<file path="src/rtl/selchan_pkg.sv">
package selchan_pkg;
  localparam int WORD_W = 16;
  localparam int BYTE_W = 8;
  localparam int CNT_W  = WORD_W - 2;
  localparam int FLD_W  = WORD_W - 1;

  typedef enum logic [3:0] {
    ST_IDLE, ST_PTR, ST_ORD, ST_ORDOUT, ST_D0, ST_D1,
    ST_RD, ST_OUT, ST_IN, ST_WR, ST_CE
  } chan_st_e;
endpackage

</file>
<file path="src/rtl/selchan_desc.sv">
module selchan_desc
  import selchan_pkg::*;
(
  input  logic [WORD_W-1:0] w0,
  input  logic [WORD_W-1:0] w1,
  output logic              d_chain,
  output logic              d_link,
  output logic [CNT_W-1:0]  d_cnt,
  output logic              d_zero,
  output logic              d_link_ce,
  output logic [WORD_W-1:0] d_link_list
);
  // word 0: flag pair on top, count below
  assign d_link      = w0[WORD_W-1] & w0[WORD_W-2];
  assign d_chain     = w0[WORD_W-1] & ~w0[WORD_W-2];
  assign d_cnt       = w0[CNT_W-1:0];
  assign d_zero      = (d_cnt == '0);
  // link payload is a pointer: finished flag on top, halved list address below
  assign d_link_ce   = w1[WORD_W-1];
  assign d_link_list = {w1[FLD_W-1:0], 1'b0};
endmodule

</file>
<file path="src/rtl/selchan_lane.sv">
module selchan_lane
  import selchan_pkg::*;
#(
  parameter int LANES = WORD_W / BYTE_W,
  parameter int SEL_W = (LANES > 1) ? $clog2(LANES) : 1
) (
  input  logic [SEL_W-1:0]  sel,
  input  logic [WORD_W-1:0] word_rd,
  input  logic [WORD_W-1:0] word_mod,
  input  logic [BYTE_W-1:0] byte_in,
  output logic [BYTE_W-1:0] byte_out,
  output logic [WORD_W-1:0] word_out
);
  logic [LANES-1:0] hit;

  // lowest byte address maps to the most significant lane
  for (genvar g = 0; g < LANES; g++) begin : g_lane
    assign hit[g] = (SEL_W'(LANES - 1 - g) == sel);
    assign word_out[g*BYTE_W +: BYTE_W] = hit[g] ? byte_in : word_mod[g*BYTE_W +: BYTE_W];
  end

  always_comb begin
    byte_out = '0;
    for (int i = 0; i < LANES; i++)
      if (hit[i]) byte_out = word_rd[i*BYTE_W +: BYTE_W];
  end
endmodule

</file>
<file path="src/rtl/selchan_ctl.sv">
module selchan_ctl
  import selchan_pkg::*;
#(
  parameter logic [WORD_W-1:0] PTR_BASE = 16'h0010,
  parameter int SLOT_W = 3
) (
  input  logic              clk,
  input  logic              rst_n,
  input  logic              start,
  input  logic [SLOT_W-1:0] start_slot,
  input  logic              start_dir_in,
  input  logic              start_arm,
  output logic              busy,
  output logic              err,
  output logic              irq,
  output logic              mem_req,
  output logic              mem_we,
  output logic [WORD_W-1:0] mem_addr,
  output logic [WORD_W-1:0] mem_wdata,
  input  logic [WORD_W-1:0] mem_rdata,
  input  logic              mem_gnt,
  output logic              dev_out_valid,
  input  logic              dev_out_ready,
  output logic [BYTE_W-1:0] dev_out_data,
  output logic              dev_out_order,
  input  logic              dev_in_valid,
  output logic              dev_in_ready,
  input  logic [BYTE_W-1:0] dev_in_data,
  output logic [WORD_W-1:0] w0,
  input  logic              d_chain,
  input  logic              d_link,
  input  logic [CNT_W-1:0]  d_cnt,
  input  logic              d_zero,
  input  logic              d_link_ce,
  input  logic [WORD_W-1:0] d_link_list,
  output logic              sel,
  output logic [WORD_W-1:0] word_mod,
  output logic [BYTE_W-1:0] byte_mod,
  input  logic [BYTE_W-1:0] lane_byte,
  input  logic [WORD_W-1:0] lane_word
);
  chan_st_e          st;
  logic [SLOT_W-1:0] slot_q;
  logic              dir_in_q, arm_q, err_q, irq_q;
  logic [FLD_W-1:0]  tptr_q;
  logic [WORD_W-1:0] dptr_q, w0_q, badr_q, word_q;
  logic [CNT_W-1:0]  cnt_q;
  logic [BYTE_W-1:0] byte_q;
  logic [WORD_W-1:0] ptr_addr;
  logic              step;

  assign ptr_addr = PTR_BASE + WORD_W'({slot_q, 1'b0});
  assign step     = (st == ST_OUT && dev_out_ready) || (st == ST_WR && mem_gnt);

  assign w0       = w0_q;
  assign sel      = badr_q[0];
  assign word_mod = word_q;
  assign byte_mod = byte_q;

  always_ff @(posedge clk or negedge rst_n) begin
    if (!rst_n) begin
      st       <= ST_IDLE;
      slot_q   <= '0;
      dir_in_q <= 1'b0;
      arm_q    <= 1'b0;
      err_q    <= 1'b0;
      irq_q    <= 1'b0;
      tptr_q   <= '0;
      dptr_q   <= '0;
      w0_q     <= '0;
      badr_q   <= '0;
      word_q   <= '0;
      cnt_q    <= '0;
      byte_q   <= '0;
    end else begin
      irq_q <= 1'b0;
      case (st)
        ST_IDLE: if (start) begin
          slot_q   <= start_slot;
          dir_in_q <= start_dir_in;
          arm_q    <= start_arm;
          err_q    <= 1'b0;
          st       <= ST_PTR;
        end
        ST_PTR: if (mem_gnt) begin
          if (mem_rdata[WORD_W-1]) begin
            err_q <= 1'b1;
            st    <= ST_IDLE;
          end else begin
            tptr_q <= mem_rdata[FLD_W-1:0];
            dptr_q <= {mem_rdata[FLD_W-1:0], 1'b0};
            st     <= ST_ORD;
          end
        end
        ST_ORD: if (mem_gnt) begin
          byte_q <= mem_rdata[BYTE_W-1:0];
          st     <= ST_ORDOUT;
        end
        ST_ORDOUT: if (dev_out_ready) st <= ST_D0;
        ST_D0: if (mem_gnt) begin
          w0_q <= mem_rdata;
          st   <= ST_D1;
        end
        ST_D1: if (mem_gnt) begin
          if (d_link) begin
            if (d_link_ce) begin
              err_q <= 1'b1;
              st    <= ST_IDLE;
            end else begin
              dptr_q <= d_link_list;
              st     <= ST_D0;
            end
          end else begin
            cnt_q  <= d_cnt;
            badr_q <= mem_rdata;
            if (d_zero) begin
              if (d_chain) begin
                dptr_q <= dptr_q + WORD_W'(2);
                st     <= ST_D0;
              end else begin
                st <= ST_CE;
              end
            end else begin
              st <= dir_in_q ? ST_IN : ST_RD;
            end
          end
        end
        ST_IN: if (dev_in_valid) begin
          byte_q <= dev_in_data;
          st     <= ST_RD;
        end
        ST_RD: if (mem_gnt) begin
          word_q <= mem_rdata;
          if (dir_in_q) begin
            st <= ST_WR;
          end else begin
            byte_q <= lane_byte;
            st     <= ST_OUT;
          end
        end
        ST_CE: if (mem_gnt) begin
          irq_q <= arm_q;
          st    <= ST_IDLE;
        end
        default: ;
      endcase
      if (step) begin
        badr_q <= badr_q + WORD_W'(1);
        cnt_q  <= cnt_q - CNT_W'(1);
        if (cnt_q == CNT_W'(1)) begin
          if (d_chain) begin
            dptr_q <= dptr_q + WORD_W'(2);
            st     <= ST_D0;
          end else begin
            st <= ST_CE;
          end
        end else begin
          st <= dir_in_q ? ST_IN : ST_RD;
        end
      end
    end
  end

  always_comb begin
    mem_req   = 1'b0;
    mem_we    = 1'b0;
    mem_addr  = ptr_addr;
    mem_wdata = '0;
    case (st)
      ST_PTR: mem_req = 1'b1;
      ST_ORD: begin mem_req = 1'b1; mem_addr = ptr_addr + WORD_W'(1); end
      ST_D0:  begin mem_req = 1'b1; mem_addr = dptr_q; end
      ST_D1:  begin mem_req = 1'b1; mem_addr = dptr_q + WORD_W'(1); end
      ST_RD:  begin mem_req = 1'b1; mem_addr = {1'b0, badr_q[WORD_W-1:1]}; end
      ST_WR: begin
        mem_req   = 1'b1;
        mem_we    = 1'b1;
        mem_addr  = {1'b0, badr_q[WORD_W-1:1]};
        mem_wdata = lane_word;
      end
      ST_CE: begin
        mem_req   = 1'b1;
        mem_we    = 1'b1;
        mem_wdata = {1'b1, tptr_q};
      end
      default: ;
    endcase
  end

  assign busy          = (st != ST_IDLE);
  assign err           = err_q;
  assign irq           = irq_q;
  assign dev_out_valid = (st == ST_ORDOUT) || (st == ST_OUT);
  assign dev_out_order = (st == ST_ORDOUT);
  assign dev_out_data  = byte_q;
  assign dev_in_ready  = (st == ST_IN);

  assert_start_busy_R1: assert property (@(posedge clk) disable iff (!rst_n)
    start && !busy |=> busy);
  assert_req_hold_R2: assert property (@(posedge clk) disable iff (!rst_n)
    mem_req && !mem_gnt |=> mem_req && $stable(mem_addr) && $stable(mem_we) && $stable(mem_wdata));
  assert_out_hold_R6: assert property (@(posedge clk) disable iff (!rst_n)
    dev_out_valid && !dev_out_ready |=> dev_out_valid && $stable(dev_out_data) && $stable(dev_out_order));
  assert_one_stream_R7: assert property (@(posedge clk) disable iff (!rst_n)
    !(dev_out_valid && dev_in_ready));
  assert_err_quiet_R9: assert property (@(posedge clk) disable iff (!rst_n)
    err |-> !irq && !(mem_req && mem_we && !busy));
  assert_irq_pulse_R10: assert property (@(posedge clk) disable iff (!rst_n)
    irq |=> !irq);
  assert_irq_at_end_R10: assert property (@(posedge clk) disable iff (!rst_n)
    irq |-> $fell(busy));
endmodule

</file>
<file path="src/rtl/selchan_dma.sv">
module selchan_dma
  import selchan_pkg::*;
#(
  parameter logic [15:0] PTR_BASE = 16'h0010,
  parameter int SLOT_W = 3
) (
  input  logic              clk,
  input  logic              rst_n,
  input  logic              start,
  input  logic [SLOT_W-1:0] start_slot,
  input  logic              start_dir_in,
  input  logic              start_arm,
  output logic              busy,
  output logic              err,
  output logic              irq,
  output logic              mem_req,
  output logic              mem_we,
  output logic [15:0]       mem_addr,
  output logic [15:0]       mem_wdata,
  input  logic [15:0]       mem_rdata,
  input  logic              mem_gnt,
  output logic              dev_out_valid,
  input  logic              dev_out_ready,
  output logic [7:0]        dev_out_data,
  output logic              dev_out_order,
  input  logic              dev_in_valid,
  output logic              dev_in_ready,
  input  logic [7:0]        dev_in_data
);
  logic [WORD_W-1:0] w0, d_link_list, word_mod, lane_word;
  logic              d_chain, d_link, d_zero, d_link_ce, sel;
  logic [CNT_W-1:0]  d_cnt;
  logic [BYTE_W-1:0] byte_mod, lane_byte;

  selchan_desc u_desc (
    .w0(w0), .w1(mem_rdata), .d_chain(d_chain), .d_link(d_link), .d_cnt(d_cnt),
    .d_zero(d_zero), .d_link_ce(d_link_ce), .d_link_list(d_link_list)
  );

  selchan_lane u_lane (
    .sel(sel), .word_rd(mem_rdata), .word_mod(word_mod), .byte_in(byte_mod),
    .byte_out(lane_byte), .word_out(lane_word)
  );

  selchan_ctl #(.PTR_BASE(PTR_BASE), .SLOT_W(SLOT_W)) u_ctl (
    .clk(clk), .rst_n(rst_n), .start(start), .start_slot(start_slot),
    .start_dir_in(start_dir_in), .start_arm(start_arm), .busy(busy), .err(err), .irq(irq),
    .mem_req(mem_req), .mem_we(mem_we), .mem_addr(mem_addr), .mem_wdata(mem_wdata),
    .mem_rdata(mem_rdata), .mem_gnt(mem_gnt),
    .dev_out_valid(dev_out_valid), .dev_out_ready(dev_out_ready), .dev_out_data(dev_out_data),
    .dev_out_order(dev_out_order), .dev_in_valid(dev_in_valid), .dev_in_ready(dev_in_ready),
    .dev_in_data(dev_in_data), .w0(w0), .d_chain(d_chain), .d_link(d_link), .d_cnt(d_cnt),
    .d_zero(d_zero), .d_link_ce(d_link_ce), .d_link_list(d_link_list), .sel(sel),
    .word_mod(word_mod), .byte_mod(byte_mod), .lane_byte(lane_byte), .lane_word(lane_word)
  );
endmodule

</file>
<file path="config.mk">
export PLATFORM = sky130hd
export DESIGN_NAME = selchan_dma
export DESIGN_NICKNAME = d
export VERILOG_FILES = /design/src/rtl/selchan_pkg.sv /design/src/rtl/selchan_desc.sv /design/src/rtl/selchan_lane.sv /design/src/rtl/selchan_ctl.sv /design/src/rtl/selchan_dma.sv
export SDC_FILE = /design/constraint.sdc
export NUM_CORES = 1
export LEC_CHECK = 0
export BUFFER_PORTS_ARGS = -buffer_cell sky130_fd_sc_hd__buf_2
export CAP_MARGIN = 20
export CORE_ASPECT_RATIO = 1.1
export CORE_UTILIZATION = 30
export CTS_CLUSTER_DIAMETER = 60
export DETAILED_ROUTE_END_ITERATION = 7
export GPL_TIMING_DRIVEN = 0
export PLACE_DENSITY_LB_ADDON = 0.05
export SYNTH_ARGS = -nofsm -noshare
export SYNTH_HDL_FRONTEND = slang
export SYNTH_SLANG_ARGS = --single-unit
</file>
<file path="constraint.sdc">
create_clock -name clk -period 2.72 [get_ports clk]
set_input_delay 0.272 -clock clk [delete_from_list [all_inputs] [get_ports clk]]
set_output_delay 0.272 -clock clk [all_outputs]
set_load 0.005 [all_outputs]
</file>
==> summary.md <==
| Metric | Value |
|---|---|
| Worst Path Required | 2950 ps |
| Average cell area after synthesis | 8.47 sq um |
| Fillers | 2,484 |
| Die area | 24,800 sq um |
| Hpwl dp | 21,800 um |
| Crit path kind | register to register |
| DR vias/cell | 5.68 |
| Drt pass-1 iters | 5 |
| GRT Total Usage | 0.250 |
| Ys flop type | dfrtp_1 |
| Final hold vios | 0 |
| Final min period | 2620 ps |
| Storage element area | 2810 sq um |
| Clock-pin slew on the worst setup and hold paths | 90 ps |
| Worst-Skew Late Latency | 370 ps |
| Clock power share | 0.161 |
| Setup violators final | 0 |
| Leak Pwr | 3.79 nW |
| Top post-synthesis cells by count | 152 x nand2_1, 112 x dfrtp_1, 63 x o21ai_0 |
| Number of global-route vias before repair | 6,944 |
| Area share of the largest cell type after synthesis | 0.386 |
| P per Cell Area | 1070 nW/um^2 |
| Status | completed |
| Port bufs | 81 |
| DRT Wirelength | 30,000 um |
| Synth top area cells | dfrtp_1 39%, nand2_1 7.9%, mux2_2 6.4% |
| GP Congestion | 0.828 |
| Synth unique cells | 75 |
| Int Pwr | 5.07 mW |
| WP buf/inv | 0 |
| Critical R2R Capture | u_ctl.dptr_q[15] |
| Area Overhead vs Synth | 20.1% |
| WHS Path Cells | 2 |
| Remaining routing DRC violations | 0 |
| RSZ-0062 raised after global routing | yes |
| Met3 usage | 0.0338 |
| Post-synth top area cell | dfrtp_1 |
| Sequential cell fraction of total power | 0.359 |
| Tightest Pin Transition | 838 ps |
| Largest net degree at the start of global routing | 62 |
| Routed len/inst | 23.7 um |
| Max cap viols | 0 |
| Max Fanout on Critical Path | 7 |
| Met1 Resource Use GR | 0.343 |
| Final #Nets | 997 |
| Setup slack, reg-to-reg | 100 ps |
| CTS buffer count | 9 |
| Combinational share of power | 0.481 |
| Mapped Area | 7260 sq um |
| Final ANT Viol Nets | 0 |
| Sequential area share after synthesis | 0.386 |
| Die width | 150 um |
| Hold Crit Class | input pin to register |
| Initial antenna violation count | 1 |
| Post-route cell area | 8720 sq um |
| FP Rows | 59 |
| I/O pins | 83 |
| Clk buf depth | 2 |
| Post-synth EDFFs | 0 |
| N_diodes | 0 |
| CTS tree | done |
| Final setup skew | 14.2 ps |
| Pins over their slew limit | 0 |
| CP peak stage delay | 520 ps |
| Global route total overflow | 0 |
| Worst Setup End Kind | register |
| Initial core utilization | 0.306 |
| Reg-to-reg startpoint | u_ctl.w0[3] |
| Most frequent cell after synthesis | nand2_1 |
| Yosys reg bits | 112 |
| DR iter-0 viols | 674 |
| CTS sink cnt | 112 |
| Worst hold start | start_slot[2] |
| Hold EP | u_ctl.slot_q[2] |
| Reg2Reg Depth | 6 |
| H-tree depth | 3 |
| Net switching power figure | 4.25 mW |
| Period utilization | 0.964 |
| Hold_ws | 132 ps |
| Area of the multi-input gates | 4340 sq um |
| Top Family by Delay on Critical Path | simple AND/OR/NAND/NOR gates |
| Chip height | 165 um |
| Syn_nets | 897 |
| Post-synth ARST share | 1.00 |
| Via count | 7,191 |
| Critical Path Source Type | register |
| Met2 Usage GRT | 0.404 |
| Slowest CP cell | nor4_2 |
| Sw Ratio | 0.456 |
| First-pass GRT wire length | 45,200 um |
| Most used routing layer in global routing | met2 |
| Critical path arrival | 2860 ps |
| Clk root buf | clkbuf_16 |
| Util after Layout | 0.368 |
| Cell count after synthesis | 857 |
| VDD IR max | 0.000408 V |
| Slew headroom | 0.442 |
| Maximum clock rate | 381 MHz |
| Yosys Warn Count | 0 |
| CP cell instances | nor4_2 -> nand4_1 -> nor2_4 -> a31oi_1 -> o221a_2 -> or3b_2 |
| Core footprint | 23,700 sq um |
| Area after DPL | 8090 sq um |
| Fraction of layout cells with a size suffix above 1 | 0.235 |
==> state kept, by name (all words and copies together), names as in the netlist, 3 cells and up <==
register        count
u_ctl.cnt_q        14
u_ctl.st            4
u_ctl.tptr_q       15
u_ctl.w0           16
u_ctl.badr_q       16
u_ctl.byte_mod      8
u_ctl.slot_q        3
u_ctl.dptr_q       16
u_ctl.word_mod     16
==> power groups by stage <==
stage	sequential (mW)	clock (mW)	combinational [mW]
after global routing	3.45	1.59	4.97
after CTS	3.28	1.55	4.35
after global placement	3.20	0	4.35
final	3.34	1.50	4.48
after detailed placement	3.19	0	4.35
after floorplan	2.92	0	2.97
==> stage by stage <==
step                total power [mW]  setup WS, ps  TNS (ps)  instances
detailed placement              7.54          -471    -10870       1245
CTS                             9.19         0.775         0       1262
floorplan                       5.90           204         0        857
finish                          9.32          97.3         0       1267
global route                    10.0         -39.9     -49.1       1267
global placement                7.54          -530    -54120       1243
==> placed cells by master, fill, tap and decap left out, types with 11 or more instances in the layout <==
| cell type | instances |
|---|---|
| xor2_1 | 11 |
| o21ai_0 | 61 |
| mux2i_1 | 22 |
| a31oi_1 | 20 |
| nand2_1 | 151 |
| nor3_1 | 11 |
| clkbuf_1 | 27 |
| inv_1 | 13 |
| mux2_2 | 41 |
| clkbuf_2 | 13 |
| dfrtp_1 | 109 |
| a22oi_1 | 14 |
| nor2_1 | 58 |
| a21oi_1 | 44 |
| buf_4 | 15 |
| a211oi_1 | 11 |
| buf_2 | 86 |
| nand3_1 | 36 |
==> layout make-up <==
cell class,count,area share
clock buffer,9,0.0258
inverter,14,0.00603
tap,305,0.0438
buffer,53,0.0306
sequential,112,0.322
multi-input combinational,670,0.497
timing repair buffer,97,0.0633
clock inverter,7,0.0112
==> per-layer routing <==
metal / vias up / wire [um]
li1: 3342 / -
met1: 3596 / 13700
met2: 217 / 14100
met3: 36 / 1500
met4: 0 / 700
met5: - / 0
==> what timing repair did <==
item,4_1_cts,5_1_grt
endpoints found under the setup margin,76,45
hold endpoints to repair,51,0
hold buffers,1,0
resized for setup,38,34
setup buffers,6,7
pin swaps,3,4
==> cell families after synthesis <==
family / count (synthesis) / synth area share
xor gates and xnor gates: 21 / 0.0253
muxes: 63 / 0.0939
and+or+nand+nor: 349 / 0.232
adders and majority gates: 5 / 0.00862
buffers and inverters: 75 / 0.0439
AOI/OAI and AO/OA: 232 / 0.210
DFF: 112 / 0.386
==> how the worst max path moves through the flow <==
stage / start / to / slack [ps] / cells after the start
floorplan: u_ctl.cnt_q[4] / u_ctl.dptr_q[15] / 200 / 7
global placement: u_ctl.w0[12] / u_ctl.dptr_q[15] / -530 / 6
detailed placement: u_ctl.w0[12] / u_ctl.dptr_q[15] / -470 / 6
CTS: u_ctl.badr_q[0] / mem_wdata[14] / 0.8 / 5
global route: u_ctl.dptr_q[4] / mem_addr[11] / -40 / 8
finish: u_ctl.w0[3] / u_ctl.dptr_q[15] / 100 / 6
Note: power is estimated with default switching activity, not from simulation.
